<file path="config.mk">
export PLATFORM = sky130hd
export DESIGN_NAME = ftc_stack
export DESIGN_NICKNAME = d
export VERILOG_FILES = /design/src/rtl/ftc_pkg.sv /design/src/rtl/ftc_slot.sv /design/src/rtl/ftc_flow.sv /design/src/rtl/ftc_stack.sv
export SDC_FILE = /design/constraint.sdc
export NUM_CORES = 1
export LEC_CHECK = 0
export ABC_AREA = 1
export BUFFER_PORTS_ARGS = -buffer_cell sky130_fd_sc_hd__buf_2
export CELL_PAD_IN_SITES_DETAIL_PLACEMENT = 0
export CELL_PAD_IN_SITES_GLOBAL_PLACEMENT = 1
export CORE_UTILIZATION = 36
export CTS_BUF_LIST = sky130_fd_sc_hd__clkbuf_16
export DETAILED_ROUTE_END_ITERATION = 6
export PLACE_DENSITY_LB_ADDON = 0.1
export SLEW_MARGIN = 10
export SYNTH_ARGS = -nofsm -noshare
export SYNTH_HDL_FRONTEND = slang
export SYNTH_SLANG_ARGS = --single-unit
</file>
<file path="constraint.sdc">
create_clock -name clk -period 8.9 [get_ports clk]
set_input_delay 0.445 -clock clk [delete_from_list [all_inputs] [get_ports clk]]
set_output_delay 0.445 -clock clk [all_outputs]
set_load 0.1 [all_outputs]
</file>
<file path="src/rtl/ftc_pkg.sv">
package ftc_pkg;

   // How an occupied slot decides to move down.
   typedef enum logic [0:0] {
      FLOW_EMPTY_ONLY = 1'b0,   // move only into a slot already empty
      FLOW_RIPPLE     = 1'b1    // also move into a slot vacated on the same edge
   } flow_e;

   // Width of a counter that must hold the values 0..n.
   function automatic int level_bits(input int n);
      return (n < 2) ? 1 : $clog2(n + 1);
   endfunction

endpackage

</file>
<file path="src/rtl/ftc_slot.sv">
module ftc_slot #(
   parameter int WIDTH = 4
) (
   input  logic             clk,
   input  logic             rst_n,
   input  logic             load,
   input  logic             unload,
   input  logic [WIDTH-1:0] din,
   output logic             occ,
   output logic [WIDTH-1:0] dout
);

   logic             occ_q;
   logic [WIDTH-1:0] data_q;

   // Occupancy is control state: cleared by reset.
   always_ff @(posedge clk or negedge rst_n) begin
      if (!rst_n) begin
         occ_q <= 1'b0;
      end else begin
         occ_q <= (occ_q & ~unload) | load;
      end
   end

   // Data is not reset; it is only written when a word arrives.
   always_ff @(posedge clk) begin
      if (load) begin
         data_q <= din;
      end
   end

   assign occ  = occ_q;
   assign dout = data_q;

endmodule

</file>
<file path="src/rtl/ftc_flow.sv">
module ftc_flow #(
   parameter int            DEPTH = 62,
   parameter ftc_pkg::flow_e FLOW = ftc_pkg::FLOW_RIPPLE
) (
   input  logic [DEPTH-1:0] occ,
   input  logic             take,
   output logic [DEPTH-1:0] move
);

   localparam int LAST = DEPTH - 1;

   generate
      if (FLOW == ftc_pkg::FLOW_RIPPLE) begin : g_ripple
         // Evaluated bottom-up: a slot may follow a neighbour that leaves now.
         always_comb begin
            move       = '0;
            move[LAST] = occ[LAST] & take;
            for (int i = LAST - 1; i >= 0; i--) begin
               move[i] = occ[i] & (~occ[i+1] | move[i+1]);
            end
         end
      end else begin : g_empty_only
         // Each decision looks only at the neighbour's present flag.
         always_comb begin
            move       = '0;
            move[LAST] = occ[LAST] & take;
            for (int i = 0; i < LAST; i++) begin
               move[i] = occ[i] & ~occ[i+1];
            end
         end
      end
   endgenerate

endmodule

</file>
<file path="src/rtl/ftc_stack.sv">
module ftc_stack #(
   parameter int             DEPTH = 62,
   parameter int             WIDTH = 4,
   parameter ftc_pkg::flow_e FLOW  = ftc_pkg::FLOW_RIPPLE
) (
   input  logic             clk,
   input  logic             rst_n,
   input  logic             in_push,
   input  logic [WIDTH-1:0] in_word,
   output logic             top_empty,
   input  logic             out_take,
   output logic             bottom_valid,
   output logic [WIDTH-1:0] out_word
);

   localparam int LAST = DEPTH - 1;

   initial begin
      assert (DEPTH >= 2) else $error("ftc_stack: DEPTH must be at least 2");
      assert (WIDTH >= 1) else $error("ftc_stack: WIDTH must be at least 1");
   end

   logic [DEPTH-1:0] occ;
   logic [DEPTH-1:0] move;
   logic [DEPTH-1:0] load;
   logic [WIDTH-1:0] slot_q [DEPTH];
   logic             accept;

   // Top slot takes a word only while it is empty.
   assign accept = in_push & ~occ[0];

   ftc_flow #(.DEPTH(DEPTH), .FLOW(FLOW)) u_flow (
      .occ  (occ),
      .take (out_take),
      .move (move)
   );

   generate
      for (genvar s = 0; s < DEPTH; s++) begin : g_slot
         logic [WIDTH-1:0] din;
         if (s == 0) begin : g_head
            assign load[s] = accept;
            assign din     = in_word;
         end else begin : g_body
            assign load[s] = move[s-1];
            assign din     = slot_q[s-1];
         end
         ftc_slot #(.WIDTH(WIDTH)) u_slot (
            .clk    (clk),
            .rst_n  (rst_n),
            .load   (load[s]),
            .unload (move[s]),
            .din    (din),
            .occ    (occ[s]),
            .dout   (slot_q[s])
         );
      end
   endgenerate

   assign top_empty    = ~occ[0];
   assign bottom_valid = occ[LAST];
   assign out_word     = slot_q[LAST];

endmodule

</file>
==> run summary <==
===============================================================================================
Number of nets in the synthesized netlist ........................................          612
GR peak layer ....................................................................         met2
Kind of start point of the critical path .........................................     register
Power Density .................................................................... 262.5 mW/mm^2
Worst vdd ir .....................................................................     137.2 uV
Number of top-level pins .........................................................           14
Via/cell ratio ...................................................................        4.188
Detailed-route wire length .......................................................     14310 um
Detailed-route via count .........................................................         4448
Largest stage delay, worst path ..................................................      0.41 ns
Clock input transition at the sequential cells of the worst setup and hold paths .      0.06 ns
R2R depth ........................................................................           31
Maximum fanout count along the critical path .....................................            5
Pre-CTS setup slack ..............................................................     3.525 ns
Global placement routability congestion ..........................................       0.6689
Worst-case headroom to the max-slew limit ........................................       0.4575
Total die area ................................................................... 0.02997 mm^2
Area of the core ................................................................. 0.02878 mm^2
Iteration-0 DRC Markers ..........................................................          212
Met2 track demand over resource in global routing ................................       0.1568
Wire per inst ....................................................................     13.48 um
Area occupied by registers ....................................................... 0.008999 mm^2
Worst endpoint required time .....................................................      9.12 ns
Ratio of cells with drive above 1 in the final layout ............................       0.1254
Number of global-route vias before repair ........................................         4706
Data arrival, critical path ......................................................      5.33 ns
Die extent in x ..................................................................     173.1 um
Setup ws final ...................................................................     3.792 ns
Placed wire-length estimate ......................................................      9140 um
Setup violators final ............................................................            0
Fillcell total ...................................................................         2533
Number of placement rows .........................................................           62
Number of iterations in the first detailed-routing pass ..........................            4
Tot Pwr ..........................................................................      3183 uW
Clock Root Buffer ................................................................    clkbuf_16
Post-Synthesis Cells .............................................................          604
Insertion delay of the later-clocked pin in the worst-skew pair ..................      0.50 ns
Outcome .......................................................................... finished clean
Worst flop-to-flop path startpoint ............................................... g_slot[61].u_slot.occ
Setup clock skew after layout ....................................................   0.01375 ns
End of the worst register-to-register path ....................................... g_slot[1].u_slot.dout[3]
Hold buffer count at cts .........................................................            0
Post-synth design cell area ...................................................... 0.01054 mm^2
Number of antenna violations at the first check in global routing ................            0
Yosys synthesis warning count ....................................................            0
Post_cts resized .................................................................            0
Internal reg-to-reg setup slack ..................................................      3.79 ns
Nets@finish ......................................................................          662
Achievable clock frequency .......................................................    195.8 MHz
Sequential-to-total area share from yosys stat ...................................       0.8536
Max-slew violation total from the final report ...................................            0
Leak pwr .........................................................................  0.004868 uW
RSZ-0062 raised after global routing .............................................           no
Total area of multi-input combinational cells .................................... 0.001141 mm^2
Number of distinct standard cells referenced by the synthesized netlist ..........           15
Final period util ................................................................       0.5740
Port buffer count ................................................................           13
Worst hold slack .................................................................    0.1255 ns
H-tree depth .....................................................................            2
Transition time of the tightest slew-check pin ...................................    0.8137 ns
Final sum of negative setup slack ................................................         0 ns
Fraction of post-synthesis cell area in the top cell type by area ................       0.7065
Crit-path slowest cell ...........................................................      dfrtp_1
Fin crit period ..................................................................     5.108 ns
Clk buf depth ....................................................................            3
FF+latch count, synth ............................................................          310
Die boundary height ..............................................................     173.1 um
Leading post-synthesis cells by cell area ........................................ edfxtp_1 (71%), dfrtp_1 (15%), inv_1 (3.8%)
Number of diodes .................................................................            0
Initial standard-cell utilization of the core ....................................       0.3663
Final hold violations ............................................................            0
Global-route wire length before repair ...........................................     23960 um
Max-Cap Viols ....................................................................            0
Type of element capturing the critical path ......................................     register
Avg Inst Size Synth ..............................................................   17.45 um^2
Met1 Track Usage GR ..............................................................       0.1377
All-Layer GR Usage ...............................................................       0.1030
GR Layer Usage met3 ..............................................................      0.02836
# clock sinks ....................................................................          310
Setup repair bufs after CTS ......................................................            0
Number of buffers added by the clock tree synthesis step .........................           34
HP Class .........................................................................     in2async
Count of antenna-violating nets left after detailed routing ......................            0
Top cell type by total area after synthesis ......................................     edfxtp_1
Overflow left after global routing ...............................................            0
Worst Path Class, Setup ..........................................................      reg2reg
Post-Route Utilization ...........................................................       0.4213
CTS tree .........................................................................          yes
DRC Markers ......................................................................            0
Critical Path Start .............................................................. g_slot[61].u_slot.occ
Largest net degree at the start of global routing ................................           63
Worst setup path end ............................................................. g_slot[1].u_slot.dout[3]
Layout overhead on the synthesized area ..........................................       15.01%
===============================================================================================
cell families after synthesis:
kind of cell    count (synthesis)  share of synthesized area
flops                         310                     0.8536
simple gates                  156                    0.09353
buf+inv                       107                    0.03810
compound gates                 31                    0.01472
how the worst min path moves through the flow:
stage               depth (start not counted)                 startpoint  slack, ns                   endpoint
finish                                      2                      rst_n       0.13      g_slot[33].u_slot.occ
global route                                1                 in_word[1]        0.1   g_slot[0].u_slot.dout[1]
global placement                            0   g_slot[1].u_slot.dout[1]       0.40   g_slot[2].u_slot.dout[1]
floorplan                                   0                      rst_n       0.15       g_slot[0].u_slot.occ
detailed placement                          0  g_slot[34].u_slot.dout[2]       0.40  g_slot[35].u_slot.dout[2]
CTS                                         1                 in_word[2]        0.1   g_slot[0].u_slot.dout[2]
critical path, delay by kind of cell, from the launching register on:
family	cells	cell delay, ns
and+or+nand+nor	30	4.27
DFF	1	0.41
AOI/OAI and AO/OA	1	0.16
power by group:
| group | switching, uW | internal, uW | total, uW |
|---|---|---|---|
| clock network | 517 | 765 | 1280 |
| registers | 53.9 | 1730 | 1780 |
| logic | 92.4 | 26.2 | 119 |
layout by cell type, fill, tap and decap left out, types with 14 or more instances in the layout:
cell and count:
nand2_1 80, nor2_1 30, a21oi_1 16, clkbuf_16 35, nand4_4 14, nand4_1 15, inv_1 118, o21ai_0 14
nor2_4 14, edfxtp_1 248, dfrtp_1 62
stage by stage:
stage,std cells,area [um^2]
finish,1062,12120
global placement,1002,11090
global route,1062,12120
CTS,1062,12120
floorplan,604,10540
detailed placement,1002,11090
flip-flops by register name, summed over array words and instances, names as in the netlist:
register,cells
g_slot.u_slot.occ,62
g_slot.u_slot.dout,248
cell type report:
cell class | instances | area share
tap | 384 | 0.03963
timing repair buffer | 14 | 0.005986
multi-input combinational | 187 | 0.09412
clock buffer | 35 | 0.07224
sequential | 310 | 0.7422
inverter | 107 | 0.03313
clock inverter | 25 | 0.01269
metal layers:
metal / share of wire / vias up / wire length, um
met1: 0.47 / 2160 / 6665
met2: 0.46 / 68 / 6530
met3: 0.050 / 30 / 715
li1: - / 2190 / -
met5: 0 / - / 0
met4: 0.028 / 0 / 401
synth_stat cells, drive strengths merged:
library cell,count
edfxtp,248
inv,107
nand2,80
dfrtp,62
nor2,45
nand4,30
a21oi,16
o21ai,15
nand3,1
No activity file was read; power rests on OpenSTA's default activity.
